<file path="config.mk">
export PLATFORM = sky130hd
export DESIGN_NAME = twowire_mem_slave
export DESIGN_NICKNAME = d
export VERILOG_FILES = /design/src/rtl/tw_pkg.sv /design/src/rtl/tw_bus_sync.sv /design/src/rtl/tw_addr_ctr.sv /design/src/rtl/twowire_mem_slave.sv
export SDC_FILE = /design/constraint.sdc
export NUM_CORES = 1
export LEC_CHECK = 0
export CAP_MARGIN = 20
export CORE_MARGIN = 1
export CORE_UTILIZATION = 54
export DETAILED_ROUTE_END_ITERATION = 8
export GPL_ROUTABILITY_DRIVEN = 0
export GPL_TIMING_DRIVEN = 0
export PLACE_DENSITY = 0.81
export SETUP_SLACK_MARGIN = 0.4
export SLEW_MARGIN = 20
export SYNTH_ARGS = -nofsm -noshare
export SYNTH_HDL_FRONTEND = slang
export SYNTH_SLANG_ARGS = --single-unit
</file>
<file path="constraint.sdc">
create_clock -name clk -period 2.45 [get_ports clk]
set_input_delay 0.245 -clock clk [delete_from_list [all_inputs] [get_ports clk]]
set_output_delay 0.245 -clock clk [all_outputs]
set_load 0.005 [all_outputs]
</file>
<file path="src/rtl/tw_pkg.sv">
package tw_pkg;
  localparam int TW_BYTE_W = 8;

  typedef enum logic [3:0] {
    ST_IDLE,
    ST_DEV,
    ST_WADDR,
    ST_WDATA,
    ST_WOFFER,
    ST_ACK,
    ST_TX,
    ST_RACK,
    ST_SKIP
  } tw_state_e;
endpackage

</file>
<file path="src/rtl/tw_bus_sync.sv">
module tw_bus_sync #(
  parameter int STAGES = 2
) (
  input  logic clk,
  input  logic rst_n,
  input  logic scl_in,
  input  logic sda_in,
  output logic scl_lvl,
  output logic sda_lvl,
  output logic scl_rise,
  output logic scl_fall,
  output logic start_det,
  output logic stop_det
);
  logic [STAGES-1:0] scl_pipe, sda_pipe;
  logic              scl_q, sda_q;

  // Both lines idle high, so reset to 1 to avoid a false condition.
  always_ff @(posedge clk or negedge rst_n) begin
    if (!rst_n) begin
      scl_pipe <= '1;
      sda_pipe <= '1;
      scl_q    <= 1'b1;
      sda_q    <= 1'b1;
    end else begin
      scl_pipe <= {scl_pipe[STAGES-2:0], scl_in};
      sda_pipe <= {sda_pipe[STAGES-2:0], sda_in};
      scl_q    <= scl_pipe[STAGES-1];
      sda_q    <= sda_pipe[STAGES-1];
    end
  end

  assign scl_lvl   = scl_pipe[STAGES-1];
  assign sda_lvl   = sda_pipe[STAGES-1];
  assign scl_rise  = scl_lvl & ~scl_q;
  assign scl_fall  = ~scl_lvl & scl_q;
  assign start_det = scl_lvl & scl_q & sda_q & ~sda_lvl;
  assign stop_det  = scl_lvl & scl_q & ~sda_q & sda_lvl;
endmodule

</file>
<file path="src/rtl/tw_addr_ctr.sv">
module tw_addr_ctr #(
  parameter int AW = 8,
  parameter int PW = 2
) (
  input  logic          clk,
  input  logic          rst_n,
  input  logic          load,
  input  logic [AW-1:0] load_val,
  input  logic          step_page,
  input  logic          step_all,
  output logic [AW-1:0] cnt
);
  localparam logic [AW-1:0] ONE_A = 1;
  localparam logic [PW-1:0] ONE_P = 1;

  always_ff @(posedge clk or negedge rst_n) begin
    if (!rst_n)         cnt <= '0;
    else if (load)      cnt <= load_val;
    else if (step_all)  cnt <= cnt + ONE_A;
    else if (step_page) cnt <= {cnt[AW-1:PW], cnt[PW-1:0] + ONE_P};
  end

  // a page step leaves the upper bits where they were
  a_r5_page_upper_kept: assert property (@(posedge clk) disable iff (!rst_n)
    (step_page && !load && !step_all) |=> (cnt[AW-1:PW] == $past(cnt[AW-1:PW])));

  // a full step from the top address lands on zero
  a_r10_full_wrap: assert property (@(posedge clk) disable iff (!rst_n)
    (step_all && !load && (cnt == '1)) |=> (cnt == '0));
endmodule

</file>
<file path="src/rtl/twowire_mem_slave.sv">
module twowire_mem_slave
  import tw_pkg::*;
#(
  parameter int          AW        = 8,
  parameter int          PAGE_BITS = 2,
  parameter int          SYNC_LEN  = 2,
  parameter logic [3:0]  TYPE_ID   = 4'b1010
) (
  input  logic          clk,
  input  logic          rst_n,
  input  logic          scl_in,
  input  logic          sda_in,
  output logic          sda_pull_low,
  input  logic [2:0]    dev_sel,
  output logic [AW-1:0] mem_addr,
  input  logic [7:0]    mem_rdata,
  output logic          wr_valid,
  input  logic          wr_ready,
  output logic [7:0]    wr_data,
  output logic          commit,
  input  logic          busy
);
  localparam int             CW        = $clog2(TW_BYTE_W + 1);
  localparam logic [CW-1:0]  CNT_FULL  = CW'(TW_BYTE_W);
  localparam logic [CW-1:0]  CNT_ONE   = 1;

  logic scl_lvl, sda_lvl, scl_rise, scl_fall, start_det, stop_det;
  tw_state_e st, ack_nxt;
  logic [CW-1:0] bitcnt;
  logic [7:0]    sr, sh;
  logic          mack, wr_any, live, byte_end;
  logic          ctr_load, ctr_step_page, ctr_step_all;

  tw_bus_sync #(.STAGES(SYNC_LEN)) u_sync (
    .clk(clk), .rst_n(rst_n), .scl_in(scl_in), .sda_in(sda_in),
    .scl_lvl(scl_lvl), .sda_lvl(sda_lvl), .scl_rise(scl_rise),
    .scl_fall(scl_fall), .start_det(start_det), .stop_det(stop_det)
  );

  always_comb begin
    live          = !busy && !start_det && !stop_det;
    byte_end      = scl_fall && (bitcnt == CNT_FULL);
    ctr_load      = live && (st == ST_WADDR) && byte_end;
    ctr_step_page = live && (st == ST_WOFFER) && wr_ready;
    ctr_step_all  = live && (st == ST_TX) && byte_end;
  end

  tw_addr_ctr #(.AW(AW), .PW(PAGE_BITS)) u_ctr (
    .clk(clk), .rst_n(rst_n), .load(ctr_load), .load_val(sr[AW-1:0]),
    .step_page(ctr_step_page), .step_all(ctr_step_all), .cnt(mem_addr)
  );

  assign wr_data = sr;

  always_ff @(posedge clk or negedge rst_n) begin
    if (!rst_n) begin
      st           <= ST_IDLE;
      ack_nxt      <= ST_IDLE;
      bitcnt       <= '0;
      sr           <= '0;
      sh           <= '0;
      mack         <= 1'b0;
      wr_any       <= 1'b0;
      sda_pull_low <= 1'b0;
      wr_valid     <= 1'b0;
      commit       <= 1'b0;
    end else begin
      wr_valid <= 1'b0;
      commit   <= 1'b0;
      if (busy) begin
        st           <= ST_IDLE;
        sda_pull_low <= 1'b0;
      end else if (stop_det) begin
        st           <= ST_IDLE;
        sda_pull_low <= 1'b0;
        commit       <= wr_any;
        wr_any       <= 1'b0;
      end else if (start_det) begin
        st           <= ST_DEV;
        bitcnt       <= '0;
        sda_pull_low <= 1'b0;
      end else begin
        case (st)
          ST_DEV, ST_WADDR, ST_WDATA: begin
            if (scl_rise) begin
              sr     <= {sr[6:0], sda_lvl};
              bitcnt <= bitcnt + CNT_ONE;
            end else if (byte_end) begin
              bitcnt <= '0;
              if (st == ST_DEV) begin
                if (sr[7:1] == {TYPE_ID, dev_sel}) begin
                  sda_pull_low <= 1'b1;
                  st           <= ST_ACK;
                  ack_nxt      <= sr[0] ? ST_TX : ST_WADDR;
                end else begin
                  st <= ST_SKIP;
                end
              end else if (st == ST_WADDR) begin
                sda_pull_low <= 1'b1;
                st           <= ST_ACK;
                ack_nxt      <= ST_WDATA;
              end else begin
                wr_valid <= 1'b1;
                st       <= ST_WOFFER;
              end
            end
          end
          ST_WOFFER: begin
            if (wr_ready) begin
              sda_pull_low <= 1'b1;
              wr_any       <= 1'b1;
              st           <= ST_ACK;
              ack_nxt      <= ST_WDATA;
            end else begin
              st <= ST_SKIP;
            end
          end
          ST_ACK: begin
            if (scl_fall) begin
              bitcnt <= '0;
              st     <= ack_nxt;
              if (ack_nxt == ST_TX) begin
                sh           <= mem_rdata;
                sda_pull_low <= ~mem_rdata[7];
              end else begin
                sda_pull_low <= 1'b0;
              end
            end
          end
          ST_TX: begin
            if (scl_rise) begin
              bitcnt <= bitcnt + CNT_ONE;
            end else if (byte_end) begin
              sda_pull_low <= 1'b0;
              bitcnt       <= '0;
              st           <= ST_RACK;
            end else if (scl_fall) begin
              sh           <= {sh[6:0], 1'b0};
              sda_pull_low <= ~sh[6];
            end
          end
          ST_RACK: begin
            if (scl_rise) begin
              mack <= ~sda_lvl;
            end else if (scl_fall) begin
              if (mack) begin
                sh           <= mem_rdata;
                sda_pull_low <= ~mem_rdata[7];
                st           <= ST_TX;
              end else begin
                st <= ST_SKIP;
              end
            end
          end
          default: ;
        endcase
      end
    end
  end

  // a busy controller silences the engine from the next cycle
  a_r11_busy_silent: assert property (@(posedge clk) disable iff (!rst_n)
    busy |=> (!sda_pull_low && !wr_valid && !commit));

  // drive changes only follow a low synchronized bus clock
  a_r2_drive_on_low: assert property (@(posedge clk) disable iff (!rst_n)
    (!$stable(sda_pull_low) && !$past(busy)) |-> !$past(scl_lvl));

  // commit never lasts more than one cycle
  a_r6_commit_single: assert property (@(posedge clk) disable iff (!rst_n)
    commit |=> !commit);

  // each byte offer is a single-cycle pulse
  a_r4_offer_single: assert property (@(posedge clk) disable iff (!rst_n)
    wr_valid |=> !wr_valid);

  // a start releases the data line
  a_r12_start_release: assert property (@(posedge clk) disable iff (!rst_n)
    (start_det && !busy) |=> !sda_pull_low);
endmodule

</file>
==> results of run 1 <==
[logic make-up (layout without fill, tap and decap cells)]
kind of cell,after synthesis,count (layout),share of synthesized area (%)
AND/OR/NAND/NOR,84,84,18.8
AO/OA/AOI/OAI,62,62,16.5
flip-flops,45,45,46.2
multiplexers,23,23,10.5
buffers and inverters,20,75,3.21
XOR/XNOR,9,9,3.21
adder cells (fa/ha/maj),3,3,1.53
[final cells by class]
type,count,share of cell area [%]
buffer,8,1.27
clock buffer,5,2.18
clock inverter,3,1.50
inverter,12,1.43
multi-input combinational,181,41.1
sequential,45,35.9
tap,52,2.06
timing repair buffer,47,14.6
[flip-flops by register name (all words and copies together) (netlist names)]
register,flops
ack_nxt,3
bitcnt,4
commit,1
mack,1
sda_pull_low,1
sh,7
st,4
u_ctr.cnt,8
u_sync.scl_pipe,2
u_sync.scl_q,1
u_sync.sda_pipe,2
u_sync.sda_q,1
wr_any,1
wr_data,8
wr_valid,1
[critical path, cell delays in order (launching register included)]
cell      delay (ns)
dfstp_2         0.59
xor2_1          0.20
a31oi_2         0.16
a31oi_1         0.23
o221ai_2        0.14
a41o_1          0.30
mux2_4          0.32
[power groups by stage]
stage / sequential (mW) / clock, mW / combinational (mW)
finish: 0.981 / 0.578 / 0.815
global route: 1.00 / 0.621 / 0.898
detailed placement: 0.997 / 0 / 0.711
global placement: 0.991 / 0 / 0.697
floorplan: 0.969 / 0 / 0.491
CTS: 0.980 / 0.596 / 0.761
[layout by cell type, fill, tap and decap left out, types with 6 or more instances in the layout]
| cell | instances |
|---|---|
| nand2b_1 | 6 |
| mux2_2 | 9 |
| dfrtp_1 | 39 |
| o21ai_1 | 11 |
| mux2i_1 | 10 |
| o21ai_0 | 7 |
| inv_1 | 10 |
| nor2_1 | 16 |
| clkdlybuf4s50_1 | 34 |
| dfstp_2 | 6 |
| nand2_1 | 19 |
| a21oi_1 | 15 |
| buf_4 | 9 |
[metal layers]
metal,global-route usage (%),vias to the layer above,wire length (um)
met5,0,-,0
met4,9.30,0,81
met3,4.07,11,195
met2,39.9,54,2770
met1,33.4,1014,2490
li1,-,1010,-
[per-stage QoR]
step	util, %	std cells
2_1_floorplan	-	246
3_3_place_gp	65.9	333
3_5_place_dp	66.2	334
4_1_cts	71.4	350
5_1_grt	72.6	353
6_report	72.6	353
[path summary, 6_finish.rpt]
kind	endpoint	slack [ns]	cells after the start
min in group asynchronous	u_ctr.cnt[5]	0.40	2
min	u_sync.scl_pipe[0]	0.34	1
max in group asynchronous	u_sync.scl_q	1.50	3
max	st[3]	0.38	6
max reg2reg	st[3]	0.38	6
min reg2reg	u_sync.sda_pipe[1]	0.36	0
[timing repair]
| action | in CTS | in global routing |
|---|---|---|
| gates resized for setup | 7 | 11 |
| setup buffers | 7 | 3 |
| setup endpoints to repair | 13 | 23 |
| pin swaps | 6 | 3 |
| hold buffers | 1 | 0 |
| hold endpoints to repair | 15 | 0 |
==> flow_summary.ini, run 1 <==
[floorplan]
core.rowCount = 24
fp.dieArea_um2 = 4810
pin_count = 36
die_h_um = 69.4
core_area_um2 = 4350
die_w_um = 69.4
initial_utilization_pct = 56.3

[layout]
syn_to_final_growth_pct = 28.9
seqCellArea_um2 = 1130
final_cell_area_um2 = 3160
nFillCells = 316
multi_input_area_um2 = 1300
drive_above_1_share_pct = 20.6
final_nets = 320
n_antenna_cell = 0

[sta]
slew_violations = 0
worst_pin_slew_ns = 0.509
max_freq_ghz = 0.484
setup-tns-final_ns = 0
hold_violations = 0
period_needed_ns = 2.07
setup_ws_ns = 0.384
finalSetupViolations = 0
fin_worst_skew_ns = 0.0119
hold_ws_ns = 0.342
period_share_pct = 84.3
rsz0062_at_grt = true
slew_headroom_pct = 65.9

[synthesis]
asyncSetResetFlopFracSynth_pct = 100
synth-main-ff-cell = dfrtp_1
ys_top_cells_by_count = dfrtp_1, nand2_1, nor2_1
ys_seq_elements = 45
syn-num-nets = 266
yosysUniqueCellTypes = 57
yosys.area.top_type = dfrtp_1
ys_seq_area_share_pct = 46.2
ys_warn_count = 0
avgSynthCellArea_um2 = 9.97
ys_top_cells_by_area = dfrtp_1, dfstp_2, mux2_2
synth.most_common_cell = dfrtp_1
synth_edf_count = 0
netlist_area_um2 = 2450
synth_top_cell_area_share_pct = 39.8
syn_inst = 246

[route]
drt-wirelength-per-cell_um = 15.7
drt-initial-drc-count = 120
drtPass1Iterations = 4
drc = 0
drt_wl_total_um = 5540
postRouteAntennaNets = 0
vias_per_cell = 5.92
vias = 2089

[power_and_ir_drop]
power.share.switching_pct = 34.3
switchingPower_mw = 0.816
vdd_ir_drop_max_mv = 0.509
power_density_nw_per_um2 = 751
clock_power_share_pct = 24.3
p_leak_nw = 1.32
power_frac_seq_pct = 41.3
intPower_mw = 1.56
totalPowerFinal_mw = 2.37
p_comb_share_pct = 34.3

[setup_path]
critical_path.max_fanout = 6
required_ns = 2.64
crit_type = reg -> reg
worstReg2RegStart = u_sync.sda_q
worstPathArrival_ns = 2.25
crit_path_start_kind = flip-flop
critPathCaptureType = flip-flop
crit_path_start = u_sync.sda_q

[grt]
grt_pass1_wl_um = 9530
grt_antenna_before_repair = 0
first_global_vias = 2086
grtUsageTotal_pct = 24.7
grt-ovfl-total = 0
grt_max_degree = 31

[clocking]
clk_pin_slew_ns = 0.10
cts_root_buffer = clkbuf_8
cts_buffers = 5
cts-htree-levels = 2
cts_tree = built
clock_latency_ns = 0.30
clock-sinks = 45
clockBufferDepth = 2

[run_status]
outcome = finished clean

[placed_design]
portBuffers = 35
place_hpwl_um = 3920
placed_cell_area_um2 = 2880
dp_slack_ns = 0.0612

[min_path]
hold_path.class = in -> reg
min-delay-start = scl_in

[flow_run]
max_cap_viol_count = 0
Note: power is estimated with default switching activity, not from simulation.
==> inputs of run 2 (changes only) <==
- CORE_UTILIZATION: 54 -> 49
- PLACE_DENSITY: 0.81 -> 0.78
- clock period: 2.45 -> 1.8 ns (I/O delays scaled with it)
==> flow_summary.ini, run 2 (synthesis gave the netlist of run 1 again) <==
[min_path]
holdPathEnd = u_sync.scl_pipe[0]
hold_path.class = in -> reg
hold_depth = 1
min-delay-start = scl_in

[setup_path]
rrSetupSlack_ns = -0.25
worstPathArrival_ns = 2.24
required_ns = 1.99
worstReg2RegStart = u_sync.scl_q
crit_path_max_incr_delay_ns = 0.56
critical_path.max_fanout = 5
r2r_end = ack_nxt[2]
path_cells = nand4bb_4, or2_4, nor4_2, a311oi_1, or3_4, mux2_4
critPathCaptureType = flip-flop
slowest_stage = dfstp_2
crit_family = simple AND/OR/NAND/NOR gates
crit_path_start_kind = flip-flop
rr_worst_depth = 6
path_buf_inv = 0
crit_type = reg -> reg

[floorplan]
initial_utilization_pct = 51.6
core_area_um2 = 4750
die_h_um = 72.7
die_w_um = 72.7
core.rowCount = 25
pin_count = 36
fp.dieArea_um2 = 5290

[layout]
layout_common_cells = buf_4, dfrtp_1, clkdlybuf4s50_1, buf_6, nand2_1
nFillCells = 245
n_antenna_cell = 0
syn_to_final_growth_pct = 59.7
final_common_cell = buf_4
drive_above_1_share_pct = 44.4
final_nets = 370

[route]
postRouteAntennaNets = 0
drt-wirelength-per-cell_um = 18.5
drtPass1Iterations = 4
drt-initial-drc-count = 217
vias_per_cell = 5.89
vias = 2463
drc = 0
drt_wl_total_um = 7720

[sta]
worst_pin_slew_ns = 0.479
rsz0062_at_grt = true
slew_headroom_pct = 68.0
setup-tns-final_ns = -3.35
period_share_pct = 114
setup_ws_ns = -0.252
hold_ws_ns = 0.273
fin_worst_skew_ns = 0.0134
hold_violations = 0
period_needed_ns = 2.05
max_freq_ghz = 0.487
finalSetupViolations = 24
slew_violations = 0

[flow_run]
max_cap_viol_count = 0

[grt]
grt-ovfl-total = 0
first_global_vias = 2405
grt_pass1_wl_um = 11300
grt_antenna_before_repair = 0
grt_max_degree = 34
grtUsageTotal_pct = 28.4

[clocking]
clock_latency_ns = 0.31
cts-htree-levels = 2
cts_tree = built
clockBufferDepth = 2
cts_buffers = 5
clk_pin_slew_ns = 0.09
clock-sinks = 45
cts_root_buffer = clkbuf_8

[power_and_ir_drop]
power_density_nw_per_um2 = 905
p_leak_nw = 1.74
vdd_ir_drop_max_mv = 0.628
totalPowerFinal_mw = 3.55

[run_status]
violations = setup timing
outcome = finished, violations left

[placed_design]
dp_slack_ns = -0.508
portBuffers = 35
place_hpwl_um = 4050
==> run 2: changes by cell type in the layout (fill, tap and decap cells not counted), sizes merged <==
cell,change
inv,-3
buf,+52
dlygate4sd2,+4
clkdlybuf4s15,+1
dlymetal6s2s,+3
clkinvlp,+2
clkdlybuf4s50,-10
clkbuf,+1
clkinv,+1
bufinv,-1
==> run 2: worst max path at each step <==
stage / start / to / slack, ns / cells after the start
finish: u_sync.scl_q / ack_nxt[2] / -0.25 / 6
global route: u_sync.scl_q / ack_nxt[2] / -0.33 / 6
CTS: u_sync.scl_q / st[0] / -0.18 / 6
detailed placement: dev_sel[1] / ack_nxt[2] / -0.51 / 7
global placement: rst_n / u_ctr.cnt[4] / -0.65 / 1
floorplan: u_sync.scl_q / ack_nxt[2] / -0.19 / 6
==> run 2: power breakdown <==
part           internal, mW  total (mW)  switching [mW]
logic                 0.737        1.54           0.805
clock network         0.274       0.652           0.378
registers              1.18        1.35           0.170
total                  2.19        3.55            1.35
==> run 2: metal layers <==
layer | vias up | part of all wire (%) | track usage [%]
li1 | 1100 | - | -
met1 | 1231 | 39 | 32.8
met2 | 98 | 52 | 51.2
met3 | 34 | 4.9 | 5.80
met4 | 0 | 4.0 | 11.8
met5 | - | 0 | 0
==> run 2: repair_timing <==
| item | CTS | global route |
|---|---|---|
| pin swaps | 17 | 19 |
| hold buffers | 1 | 0 |
| gates cloned | 1 | 0 |
| setup endpoints to repair | 51 | 46 |
| setup buffers | 50 | 9 |
| hold endpoints to repair | 12 | 0 |
| resized for setup | 56 | 62 |
==> run 2: worst reg2reg max path, stage by stage, from the launching register on <==
cell,delay (ns)
dfstp_2,0.56
nand4bb_4,0.11
or2_4,0.32
nor4_2,0.14
a311oi_1,0.09
or3_4,0.42
mux2_4,0.30
==> run 2: per-stage QoR <==
stage,area (um2),instances,util (%)
floorplan,2500,246,-
global placement,2940,348,61.8
detailed placement,2950,349,62.1
CTS,3630,409,76.3
global route,3920,418,82.4
finish,3920,418,82.4
==> run 2: final cells by class <==
type                       count  area [um2]  area share [%]
timing repair buffer          97         908            23.2
inverter                      12        46.3            1.18
clock buffer                   6        72.6            1.85
buffer                         8        70.1            1.79
multi-input combinational    181        1580            40.4
tap                           67        83.8            2.14
sequential                    45        1140            29.0
clock inverter                 2        15.0           0.383
